<file path="src/rtl/wsel_tx_pkg.sv">
package wsel_tx_pkg;
  typedef enum logic [1:0] {PH_IDLE, PH_SEND, PH_TAIL} phase_t;

  // number of bits carried by one frame for the chosen width
  function automatic int unsigned frame_bits(input int unsigned stage_w,
                                             input int unsigned n_stg,
                                             input logic wide);
    return wide ? stage_w * n_stg : stage_w;
  endfunction
endpackage

</file>
<file path="src/rtl/wsel_bit_counter.sv">
module wsel_bit_counter #(
  parameter int unsigned STAGE_W = 8,
  parameter int unsigned N_STG   = 2,
  localparam int unsigned CNT_W  = $clog2(STAGE_W * N_STG)
) (
  input  logic clk,
  input  logic rst_n,
  input  logic step,
  input  logic wide,
  output logic at_last
);
  import wsel_tx_pkg::*;

  logic [CNT_W-1:0] pos_q;
  logic [CNT_W-1:0] last_pos;

  always_comb last_pos = CNT_W'(frame_bits(STAGE_W, N_STG, wide) - 1);
  assign at_last = (pos_q == last_pos);

  always_ff @(posedge clk or negedge rst_n) begin
    if (!rst_n)        pos_q <= '0;
    else if (step)     pos_q <= at_last ? '0 : pos_q + 1'b1;
  end

  // position never exceeds the last index of the latched width
  p_pos_bound_r2: assert property (@(posedge clk) disable iff (!rst_n)
    pos_q <= last_pos);
endmodule

</file>
<file path="src/rtl/wsel_shift_chain.sv">
module wsel_shift_chain #(
  parameter int unsigned STAGE_W = 8,
  parameter int unsigned N_STG   = 2,
  localparam int unsigned BUS_W  = STAGE_W * N_STG
) (
  input  logic             clk,
  input  logic             rst_n,
  input  logic             load,
  input  logic [BUS_W-1:0] load_word,
  input  logic             tick,
  input  logic             flush,
  input  logic             wide,
  output logic             ser_q
);
  logic [N_STG-1:0] lsb;
  logic [N_STG-1:0] fill;
  logic [N_STG-1:0] run;

  for (genvar g = 0; g < N_STG; g++) begin : g_stage
    logic [STAGE_W-1:0] q;

    if (g == N_STG - 1) begin : g_top
      assign fill[g] = 1'b0;
    end else begin : g_link
      assign fill[g] = wide & lsb[g+1];
    end

    if (g == 0) begin : g_out
      assign run[g] = tick;
    end else begin : g_up
      assign run[g] = tick & wide;
    end

    assign lsb[g] = q[0];

    always_ff @(posedge clk or negedge rst_n) begin
      if (!rst_n)      q <= '0;
      else if (load)   q <= load_word[g*STAGE_W +: STAGE_W];
      else if (run[g]) q <= {fill[g], q[STAGE_W-1:1]};
    end

    if (g > 0) begin : g_chk
      // upper stages keep their content during narrow frames
      p_upper_frozen_r3: assert property (@(posedge clk) disable iff (!rst_n)
        (tick && !wide) |=> $stable(q));
    end
  end

  always_ff @(posedge clk or negedge rst_n) begin
    if (!rst_n)     ser_q <= 1'b0;
    else if (flush) ser_q <= 1'b0;
    else if (tick)  ser_q <= lsb[0];
  end

  // output moves only on a shift tick or the frame-end flush
  p_out_hold_r4: assert property (@(posedge clk) disable iff (!rst_n)
    (!tick && !flush) |=> $stable(ser_q));
endmodule

</file>
<file path="src/rtl/wsel_tx_ctrl.sv">
module wsel_tx_ctrl (
  input  logic clk,
  input  logic rst_n,
  input  logic wr_strobe,
  input  logic start_req,
  input  logic shift_en,
  input  logic mode_in,
  input  logic at_last,
  output logic load,
  output logic tick,
  output logic flush,
  output logic mode_q,
  output logic busy,
  output logic done
);
  import wsel_tx_pkg::*;

  phase_t phase;
  logic   start_flag;

  assign busy  = (phase != PH_IDLE);
  assign load  = wr_strobe & (phase == PH_IDLE);
  assign tick  = shift_en & (phase == PH_SEND);
  assign flush = shift_en & (phase == PH_TAIL);

  always_ff @(posedge clk or negedge rst_n) begin
    if (!rst_n) begin
      phase      <= PH_IDLE;
      start_flag <= 1'b0;
      mode_q     <= 1'b0;
      done       <= 1'b0;
    end else begin
      done <= 1'b0;
      unique case (phase)
        PH_IDLE: if (start_req) begin
          phase      <= PH_SEND;
          mode_q     <= mode_in;
          start_flag <= 1'b1;
        end
        PH_SEND: if (shift_en) begin
          start_flag <= 1'b0;
          if (at_last) phase <= PH_TAIL;
        end
        PH_TAIL: if (shift_en) begin
          phase <= PH_IDLE;
          done  <= 1'b1;
        end
        default: phase <= PH_IDLE;
      endcase
    end
  end

  // the start flag clears itself on the first shift tick
  p_start_clear_r5: assert property (@(posedge clk) disable iff (!rst_n)
    (start_flag && shift_en) |=> !start_flag);
  // done is a single-clock pulse
  p_done_single_r6: assert property (@(posedge clk) disable iff (!rst_n)
    done |=> !done);
  // done only follows the tail period
  p_done_after_tail_r6: assert property (@(posedge clk) disable iff (!rst_n)
    done |-> (phase == PH_IDLE) && $past(phase == PH_TAIL));
  // latched width stays fixed while a frame runs
  p_mode_fixed_r9: assert property (@(posedge clk) disable iff (!rst_n)
    busy |=> $stable(mode_q));
endmodule

</file>
<file path="src/rtl/wsel_serial_tx.sv">
module wsel_serial_tx #(
  parameter int unsigned STAGE_W = 8,
  parameter int unsigned N_STG   = 2,
  localparam int unsigned BUS_W  = STAGE_W * N_STG
) (
  input  logic             clk,
  input  logic             rst_n,
  input  logic             shift_en,
  input  logic             mode_wide,
  input  logic             wr_strobe,
  input  logic [BUS_W-1:0] wr_data,
  input  logic             start_req,
  output logic             ser_out,
  output logic             busy,
  output logic             done
);
  logic load_ev;
  logic tick_ev;
  logic flush_ev;
  logic mode_lat;
  logic last_pos;

  wsel_tx_ctrl u_ctrl (
    .clk       (clk),
    .rst_n     (rst_n),
    .wr_strobe (wr_strobe),
    .start_req (start_req),
    .shift_en  (shift_en),
    .mode_in   (mode_wide),
    .at_last   (last_pos),
    .load      (load_ev),
    .tick      (tick_ev),
    .flush     (flush_ev),
    .mode_q    (mode_lat),
    .busy      (busy),
    .done      (done)
  );

  wsel_bit_counter #(.STAGE_W(STAGE_W), .N_STG(N_STG)) u_cnt (
    .clk     (clk),
    .rst_n   (rst_n),
    .step    (tick_ev),
    .wide    (mode_lat),
    .at_last (last_pos)
  );

  wsel_shift_chain #(.STAGE_W(STAGE_W), .N_STG(N_STG)) u_chain (
    .clk       (clk),
    .rst_n     (rst_n),
    .load      (load_ev),
    .load_word (wr_data),
    .tick      (tick_ev),
    .flush     (flush_ev),
    .wide      (mode_lat),
    .ser_q     (ser_out)
  );

  // pin is quiet whenever no frame is running
  p_idle_quiet_r10: assert property (@(posedge clk) disable iff (!rst_n)
    !busy |-> !ser_out);
  // an idle start request makes the block busy
  p_busy_on_start_r5: assert property (@(posedge clk) disable iff (!rst_n)
    (!busy && start_req) |=> busy);
endmodule

</file>
<file path="config.mk">
export PLATFORM = sky130hd
export DESIGN_NAME = wsel_serial_tx
export DESIGN_NICKNAME = d
export VERILOG_FILES = /design/src/rtl/wsel_tx_pkg.sv /design/src/rtl/wsel_bit_counter.sv /design/src/rtl/wsel_shift_chain.sv /design/src/rtl/wsel_tx_ctrl.sv /design/src/rtl/wsel_serial_tx.sv
export SDC_FILE = /design/constraint.sdc
export NUM_CORES = 1
export LEC_CHECK = 0
export BUFFER_PORTS_ARGS = -buffer_cell sky130_fd_sc_hd__buf_4
export CORE_MARGIN = 2
export CORE_UTILIZATION = 47
export CTS_CLUSTER_DIAMETER = 120
export DETAILED_ROUTE_END_ITERATION = 12
export MAX_ROUTING_LAYER = met4
export PLACE_DENSITY = 0.72
export SLEW_MARGIN = 5
export SYNTH_ARGS = -nofsm -noshare
export SYNTH_HDL_FRONTEND = slang
export SYNTH_SLANG_ARGS = --single-unit
</file>
<file path="constraint.sdc">
create_clock -name clk -period 2.3 [get_ports clk]
set_input_delay 0.23 -clock clk [delete_from_list [all_inputs] [get_ports clk]]
set_output_delay 0.23 -clock clk [all_outputs]
set_load 0.02 [all_outputs]
</file>
==> results.json, run 1 <==
{
  "grt_busiest_layer": "met2",
  "critPathKind": "reg -> reg",
  "fmax_ghz": 0.643,
  "cap_violations": 0,
  "status": "finished clean",
  "slew_headroom_pct": 60.9,
  "regToRegSetupSlack_ns": 0.74,
  "track_usage_pct": 16.4,
  "die_x_um": 54.3,
  "synth-async-reset-ratio_pct": 100,
  "ir_drop_mv": 0.542,
  "tightest_slew_ns": 0.587,
  "drive_above_1_share_pct": 23.9,
  "p_leak_nw": 0.645,
  "crit_path_cell_trace": "and3b_1, mux2i_1, o21ai_1",
  "met1_usage_pct": 20.4,
  "power_density_nw_per_um2": 1030,
  "finalWirelength_mm": 2.00,
  "gp_congestion": 0.718,
  "die_y_um": 54.3,
  "rsz0062_at_grt": "false",
  "synthAdderAreaFrac_pct": 1.05,
  "synth.distinct_cells": 28,
  "dp_hpwl_mm": 1.51,
  "grt_max_degree": 26,
  "insertion_delay_ns": 0.31,
  "synth_simple_gate_area_share_pct": 17.0,
  "drc": 0,
  "nets": 162,
  "dpl_worst_slack_ns": 0.745,
  "synthCells": 115,
  "ioPinCount": 25,
  "h-tree-depth": 1,
  "crit_path_max_incr_delay_ns": 0.62,
  "met3_usage_pct": 2.46,
  "clkPwrFrac_pct": 13.1,
  "timing.rr.start": "u_ctrl.phase[1]",
  "rows": 18,
  "ctsResizeCount": 0,
  "setup_viol": 0,
  "required_ns": 2.50,
  "hold_buffers": 1,
  "tns_ns": 0,
  "cts_root_buffer": "clkbuf_4",
  "grt_pass1_wl_mm": 3.36,
  "antenna_found_initial": 0,
  "synth_mux_area_share_pct": 11.9,
  "fp.dieArea_um2": 2950,
  "avgSynthCellArea_um2": 10.3,
  "viasPerCell": 5.20,
  "fin_total_pwr_mw": 1.44,
  "grt_pass1_vias": 801,
  "ys.flop_type": "dfrtp_1",
  "crit_path_max_fanout": 13,
  "drtIter0Drc": 8,
  "synth_compound_area_share_pct": 11.3,
  "pwr-share-seq_pct": 50.7,
  "critPathArrivalTime_ns": 1.76,
  "hold_start": "wr_data[0]",
  "start_util_pct": 48.9,
  "cts_tree": "yes",
  "routedWlPerCell_um": 11.9,
  "hold_viol_final": 0,
  "synth_xor_xnor_area_share_pct": 1.47,
  "syn_area_um2": 1190,
  "period_share_pct": 67.6,
  "synth_top_family_by_area": "simple AND/OR/NAND/NOR gates",
  "intPower_mw": 0.935,
  "drtPass1Iterations": 3,
  "p_comb_share_pct": 36.2,
  "ys_seq_area_share_pct": 52.6,
  "cts-buffers-inserted": 3,
  "hp-class": "in -> reg",
  "p_switching_mw": 0.509,
  "clk_pin_slew_ns": 0.13,
  "grt-ovfl-total": 0,
  "fin_crit_ns": 1.56,
  "synth_edf_count": 0,
  "post-cts-setup-buffers": 0,
  "cts_buffer_depth": 2,
  "final_antenna_net_count": 0,
  "yosysWarnings": 0,
  "power_switching_share_pct": 35.3,
  "vias": 873,
  "cp-end-kind": "flop",
  "finClkSkew_ns": 0.00140,
  "slowest_stage": "and3b_1",
  "syn-num-nets": 138,
  "diodes": 0,
  "syn2layout_area_growth_pct": 18.4,
  "slew_viol_final": 0,
  "clkSinkCount": 25,
  "use_met2_pct": 27.1,
  "setup_ws_ns": 0.744,
  "holdWs_ns": 0.120,
  "startpoint": "u_ctrl.phase[1]",
  "ys_ff_latch": 25,
  "core_um2": 2430,
  "utilization_pct": 57.9,
  "port_buffers": 24,
  "startpoint_type": "flop"
}
## power groups by stage
stage / clock network (mW) / registers (mW) / logic, mW
2_1_floorplan: 0 / 0.712 / 0.431
3_3_place_gp: 0 / 0.734 / 0.508
3_5_place_dp: 0 / 0.744 / 0.529
4_1_cts: 0.201 / 0.734 / 0.531
5_1_grt: 0.222 / 0.754 / 0.596
6_report: 0.190 / 0.733 / 0.522
## cell usage in the layout, fill, tap and decap left out, types with 2 or more instances in the layout
cell	instances
a21o_1	2
inv_1	2
buf_4	25
nor2_1	11
mux2i_1	13
o21ai_1	9
nand3_1	4
and3b_1	2
dfrtp_1	25
nand2_1	15
clkbuf_4	3
xnor2_1	2
a21oi_1	8
## Yosys cell counts (2+ instances only)
| library cell | count | share of area, % |
|---|---|---|
| a21o_1 | 2 | 1.3 |
| a21oi_1 | 8 | 3.4 |
| and3b_1 | 2 | 1.5 |
| buf_2 | 3 | 1.3 |
| buf_4 | 3 | 1.9 |
| dfrtp_1 | 25 | 53 |
| inv_1 | 2 | 0.63 |
| mux2i_1 | 13 | 11 |
| nand2_1 | 15 | 4.7 |
| nand3_1 | 4 | 1.7 |
| nor2_1 | 11 | 3.5 |
| nor3b_1 | 2 | 1.3 |
| o21ai_1 | 9 | 3.8 |
| xnor2_1 | 2 | 1.5 |
## path summary, 6_finish.rpt
| check | endpoint | depth (start not counted) |
|---|---|---|
| setup / recovery | u_chain.g_stage[0].q[3] | 3 |
| hold / removal | u_chain.g_stage[0].q[0] | 3 |
| setup reg to reg | u_chain.g_stage[0].q[3] | 3 |
| hold reg to reg | u_cnt.pos_q[2] | 1 |
| max in group asynchronous | u_chain.g_stage[1].q[1] | 2 |
| min in group asynchronous | u_cnt.pos_q[0] | 2 |
## state kept, by name, summed over array words and instances, names as in the netlist
signal,count
u_ctrl.done,1
u_ctrl.phase,2
u_chain.g_stage.q,16
u_ctrl.mode_q,1
u_cnt.pos_q,4
u_chain.ser_q,1
## routing by layer
layer	routed length, um	share of wire (%)
met5	0	0
met4	13	0.65
met3	66	3.3
met2	1010	50
met1	912	46
## through the flow
step | area, um^2 | cells
6_report | 1410 | 168
5_1_grt | 1410 | 168
2_1_floorplan | 1190 | 115
3_3_place_gp | 1370 | 163
4_1_cts | 1410 | 168
3_5_place_dp | 1370 | 163
## kinds of logic (layout without fill, tap and decap cells)
family | count (synthesis) | after routing
fa+ha+maj | 1 | 1
xor+xnor | 2 | 2
flops | 25 | 25
mux | 14 | 14
compound gates | 23 | 23
simple gates | 41 | 41
buf+inv | 9 | 32
## final cells by class
type / count / area, um^2
repair buffers: 26 / 198
flip-flops and latches: 25 / 626
fillers: 208 / 1020
clock inverters: 1 / 5.00
multi-input cells: 81 / 513
well taps: 30 / 37.5
inverters: 2 / 7.51
clock buffers: 3 / 22.5
## worst max-delay path: cells and delay by family, from the launching register on
kind            cells  cell delay, ns
compound gates      1            0.07
mux                 1            0.27
simple gates        1            0.62
flops               1            0.48
Power figures use the tool's default switching activity.
==> run 2, diff against run 1 <==
==> constraint.sdc (replaced) <==
create_clock -name clk -period 1.6 [get_ports clk]
set_input_delay 0.16 -clock clk [delete_from_list [all_inputs] [get_ports clk]]
set_output_delay 0.16 -clock clk [all_outputs]
set_load 0.02 [all_outputs]
==> run 2 against run 1 <==
Die area is the same. Final cell count grew 1.2%. Register-to-register slack lost 0.62 ns. Global-route usage grew 0.50 points. Via count shrank 0.46%. Power grew 47%. Maximum frequency grew 5.2%. Wire length is essentially flat. Sequential share of layout area shrank 0.85 points.
==> results.json, run 2 (synthesis results as in run 1) <==
{
  "cp.depth": 4,
  "grt_pass1_wl_mm": 3.46,
  "fp.dieArea_um2": 2950,
  "min_path_cells": 3,
  "grt-ovfl-total": 0,
  "port_buffers": 24,
  "vias": 869,
  "drtIter0Drc": 8,
  "syn2layout_area_growth_pct": 20.7,
  "h-tree-depth": 1,
  "critPathArrivalTime_ns": 1.74,
  "antenna_found_initial": 0,
  "crit_path_cell_trace": "and2b_1, nand2_2, or4_1, nand3_1",
  "period_share_pct": 92.4,
  "critPathKind": "reg -> reg",
  "startpoint_type": "flop",
  "status": "finished clean",
  "drc": 0,
  "drtPass1Iterations": 4,
  "dp_hpwl_mm": 1.49,
  "viasPerCell": 5.11,
  "hp-class": "in -> reg",
  "cts_root_buffer": "clkbuf_4",
  "tns_ns": 0,
  "setup_viol": 0,
  "die_y_um": 54.3,
  "tightest_slew_ns": 0.306,
  "post_dp_cell_area_um2": 1400,
  "top_register": "u_chain.g_stage.q",
  "p_switching_mw": 0.745,
  "final_common_cell": "buf_4",
  "ir_drop_mv": 0.960,
  "rsz0062_at_grt": "false",
  "grt_max_degree": 26,
  "cts-buffers-inserted": 3,
  "track_usage_pct": 16.9,
  "slew_viol_final": 0,
  "largest_register_ffs": 16,
  "intPower_mw": 1.38,
  "fillers": 230,
  "clkPwrFrac_pct": 12.9,
  "start_util_pct": 48.9,
  "finalWirelength_mm": 2.00,
  "seqCellArea_um2": 626,
  "r2r_cells": 4,
  "crit_path_max_incr_delay_ns": 0.51,
  "crit_path_max_fanout": 8,
  "drive_above_1_share_pct": 25.0,
  "slowest_stage": "or4_1",
  "fin_crit_ns": 1.48,
  "utilization_pct": 59.1,
  "insertion_delay_ns": 0.31,
  "reg_top3": "u_chain.g_stage.q: 16 flops, u_cnt.pos_q: 4 flops, u_ctrl.phase: 2 flops",
  "rows": 18,
  "multi_input_area_um2": 513,
  "critPathTopFamily": "simple AND/OR/NAND/NOR gates",
  "p_comb_share_pct": 37.5,
  "cap_violations": 0,
  "nets": 164,
  "core_um2": 2430,
  "cts_buffer_depth": 2,
  "slew_headroom_pct": 79.6,
  "p_leak_nw": 0.658,
  "gp_congestion": 0.686,
  "clkSinkCount": 25,
  "holdWs_ns": 0.0429,
  "required_ns": 1.86,
  "finClkSkew_ns": 0.00364,
  "hold_viol_final": 0,
  "pwr-share-seq_pct": 49.6,
  "fin_total_pwr_mw": 2.12,
  "die_x_um": 54.3,
  "power_density_nw_per_um2": 1480,
  "power_switching_share_pct": 35.1,
  "fin_area_um2": 1440,
  "routedWlPerCell_um": 11.8,
  "fmax_ghz": 0.676,
  "diodes": 0,
  "ioPinCount": 25,
  "cp-end-kind": "flop",
  "final_cell_mix": "buf_4 (26), dfrtp_1 (25), nand2_1 (15)",
  "grt_pass1_vias": 819,
  "critPathBufInv": 0,
  "final_antenna_net_count": 0,
  "cts_tree": "yes",
  "post-cts-setup-buffers": 0,
  "clk_pin_slew_ns": 0.13
}
run 2: routing by layer:
metal  wire length [um]  GRT usage (%)  up-vias
met2                974           29.1       16
met5                  0              -        -
met1                926           20.1      400
li1                   -              -      451
met4                 19           5.00        0
met3                 78           3.28        2
run 2: stage by stage:
step,setup WS [ns],instances
final,0.122,170
after global routing,0.0445,170
after CTS,0.136,170
after detailed placement,0.153,165
after global placement,0.205,165
after floorplan,0.252,115
run 2: repair_timing:
| item | 4_1_cts | 5_1_grt |
|---|---|---|
| setup endpoints to repair | 0 | 0 |
| gates resized for setup | 0 | 0 |
| hold endpoints to repair | 25 | 0 |
| hold buffers | 1 | 0 |
run 2: tightest hold or removal path, stage by stage:
cell and delay (ns):
buf_4 0.08, nand2_1 0.04, o21ai_1 0.06
run 2: cell type report:
| type | count | share of cell area (%) |
|---|---|---|
| multi-input cells | 81 | 35.7 |
| flip-flops and latches | 25 | 43.6 |
| inverters | 2 | 0.523 |
| clock buffers | 3 | 1.57 |
| clock inverters | 1 | 0.348 |
| well taps | 30 | 2.61 |
| repair buffers | 28 | 15.7 |
run 2: path summary, 6_finish.rpt:
kind	end	startpoint	slack, ns
max in group asynchronous	u_ctrl.phase[0]	rst_n	1.10
worst max-delay path	u_cnt.pos_q[3]	u_ctrl.phase[1]	0.12
min in group asynchronous	u_chain.ser_q	rst_n	0.26
worst min register to register	u_chain.ser_q	u_chain.ser_q	0.52
worst min-delay path	u_chain.g_stage[0].q[4]	wr_data[4]	0.04
worst max register to register	u_cnt.pos_q[3]	u_ctrl.phase[1]	0.12
run 2: power groups by stage:
stage | Combinational (mW) | Sequential, mW | Clock [mW]
6_report | 0.795 | 1.05 | 0.274
5_1_grt | 0.913 | 1.09 | 0.314
4_1_cts | 0.810 | 1.06 | 0.285
3_5_place_dp | 0.801 | 1.07 | 0
3_3_place_gp | 0.765 | 1.05 | 0
2_1_floorplan | 0.620 | 1.02 | 0
==> run 3, diff against run 2 <==
--- a/config.mk
+++ b/config.mk
@@ -8,6 +8,7 @@
 export BUFFER_PORTS_ARGS = -buffer_cell sky130_fd_sc_hd__buf_4
 export CORE_MARGIN = 2
 export CORE_UTILIZATION = 47
+export CTS_BUF_LIST = sky130_fd_sc_hd__clkbuf_16
 export CTS_CLUSTER_DIAMETER = 120
 export DETAILED_ROUTE_END_ITERATION = 12
 export MAX_ROUTING_LAYER = met4
==> run 3 against run 2 <==
Via count is 1.0% higher. Utilization grew 2.2 points. Maximum frequency is 1.2% higher. Worst setup slack better by 0.017 ns. Wire length rose by 1.5%. First-iteration DRC count rose by 63%. Clock-buffer cell count unchanged. Clock power is 95% higher. Sequential share of layout area decreased by 1.5 points. Final cell count is the same. Combinational power hardly changed. Hold slack better by 0.068 ns. Critical path type unchanged. Critical endpoint unchanged.
==> results.json, run 3 (synthesis results as in run 1) <==
{
  "die_y_um": 54.3,
  "met1_length_um": 923,
  "met3_length_um": 72,
  "tns_ns": 0,
  "nets": 164,
  "post-cts-setup-buffers": 0,
  "setup_viol": 0,
  "tightest_slew_ns": 0.308,
  "rsz0062_at_grt": "false",
  "grt-ovfl-total": 0,
  "drive_above_1_share_pct": 25.0,
  "drtPass1Iterations": 5,
  "intPower_mw": 1.62,
  "h-tree-depth": 1,
  "crit_path_max_fanout": 8,
  "hp-class": "in -> reg",
  "final_common_cell": "buf_4",
  "ioPinCount": 25,
  "syn2layout_area_growth_pct": 25.1,
  "largest_register_ffs": 16,
  "antenna_found_initial": 0,
  "insertion_delay_ns": 0.25,
  "drtIter0Drc": 13,
  "critPathKind": "reg -> reg",
  "dp_hpwl_mm": 1.49,
  "ctsResizeCount": 0,
  "core_um2": 2430,
  "ir_drop_mv": 0.971,
  "dpl_worst_slack_ns": 0.153,
  "drc": 0,
  "port_buffers": 24,
  "gp_congestion": 0.686,
  "setup_ws_ns": 0.139,
  "grt_max_degree": 26,
  "dr.max_layer_used": "met4",
  "fp.dieArea_um2": 2950,
  "cap_violations": 0,
  "start_util_pct": 48.9,
  "fmax_ghz": 0.684,
  "diodes": 0,
  "critPathArrivalTime_ns": 1.65,
  "regToRegSetupSlack_ns": 0.14,
  "grt_pass1_vias": 830,
  "finalWirelength_mm": 2.03,
  "reg_top3": "u_chain.g_stage.q: 16 flops, u_cnt.pos_q: 4 flops, u_ctrl.phase: 2 flops",
  "required_ns": 1.79,
  "p_leak_nw": 0.681,
  "p_comb_share_pct": 33.4,
  "grt_pass1_wl_mm": 3.54,
  "routedWlPerCell_um": 11.9,
  "power_switching_share_pct": 32.0,
  "fin_crit_ns": 1.46,
  "finClkSkew_ns": 0.00483,
  "cts_buffer_depth": 2,
  "p_switching_mw": 0.765,
  "status": "finished clean",
  "clk_pin_slew_ns": 0.06,
  "final_cell_mix": "buf_4 (26), dfrtp_1 (25), nand2_1 (15)",
  "startpoint_type": "flop",
  "track_usage_pct": 17.2,
  "cts_root_buffer": "clkbuf_16",
  "final_antenna_net_count": 0,
  "cp-end-kind": "flop",
  "clkSinkCount": 25,
  "viasPerCell": 5.16,
  "wl_met2_mm": 1.02,
  "period_share_pct": 91.3,
  "hold_viol_final": 0,
  "die_x_um": 54.3,
  "cts-buffers-inserted": 3,
  "clkPwrFrac_pct": 22.4,
  "power_density_nw_per_um2": 1600,
  "vias": 878,
  "top_register": "u_chain.g_stage.q",
  "rows": 18,
  "pwr-share-seq_pct": 44.2,
  "cts_tree": "yes",
  "slew_headroom_pct": 79.5,
  "slew_viol_final": 0
}
==> run 3: what timing repair did <==
action / in CTS / in global routing
endpoints found under the setup margin: 0 / 0
hold buffers: 1 / 0
hold endpoints to repair: 25 / 0
==> run 3: layout make-up <==
| cell class | instances | area (um^2) |
|---|---|---|
| Sequential cell | 25 | 626 |
| Inverter | 2 | 7.51 |
| Multi-Input combinational cell | 81 | 513 |
| Clock buffer | 3 | 75.1 |
| Timing Repair Buffer | 28 | 225 |
| Fill cell | 220 | 943 |
| Clock inverter | 1 | 5.00 |
| Tap cell | 30 | 37.5 |
==> run 3: worst paths after layout <==
path                                           end            start  cells past startpoint
max                                 u_cnt.pos_q[3]  u_ctrl.phase[1]                      4
min                        u_chain.g_stage[0].q[4]       wr_data[4]                      3
max reg2reg                         u_cnt.pos_q[3]  u_ctrl.phase[1]                      4
min reg2reg                          u_chain.ser_q    u_chain.ser_q                      1
max in group asynchronous          u_ctrl.phase[1]            rst_n                      2
min in group asynchronous            u_chain.ser_q            rst_n                      2
==> run 3: power by group through the flow <==
stage                     clock network (mW)  registers (mW)  logic [mW]
after global placement                     0            1.05       0.765
after detailed placement                   0            1.07       0.801
after floorplan                            0            1.02       0.620
after CTS                              0.551            1.06       0.810
final                                  0.534            1.05       0.798
after global routing                   0.580            1.10       0.916
==> run 3: critical path, cell delays in order, from the launching register on <==
cell and delay, ns:
dfrtp_1 0.45, and2b_1 0.26, nand2_2 0.10, or4_1 0.50, nand3_1 0.08
==> run 3: metal layers <==
| metal | GRT usage [%] | vias up |
|---|---|---|
| met2 | 28.5 | 16 |
| met5 | - | - |
| met4 | 6.25 | 0 |
| met1 | 21.5 | 412 |
| met3 | 2.46 | 2 |
| li1 | - | 448 |
==> run 3: through the flow <==
| step | util [%] | power, mW | cells | hold slack, ns | instance area [um^2] |
|---|---|---|---|---|---|
| finish | 61.2 | 2.39 | 170 | 0.111 | 1490 |
| global route | 61.2 | 2.59 | 170 | 0.128 | 1490 |
| CTS | 61.2 | 2.42 | 170 | 0.111 | 1490 |
| detailed placement | 57.5 | 1.87 | 165 | 0.0766 | 1400 |
| global placement | 57.5 | 1.82 | 165 | 0.0750 | 1400 |
| floorplan | - | 1.64 | 115 | -0.136 | 1190 |
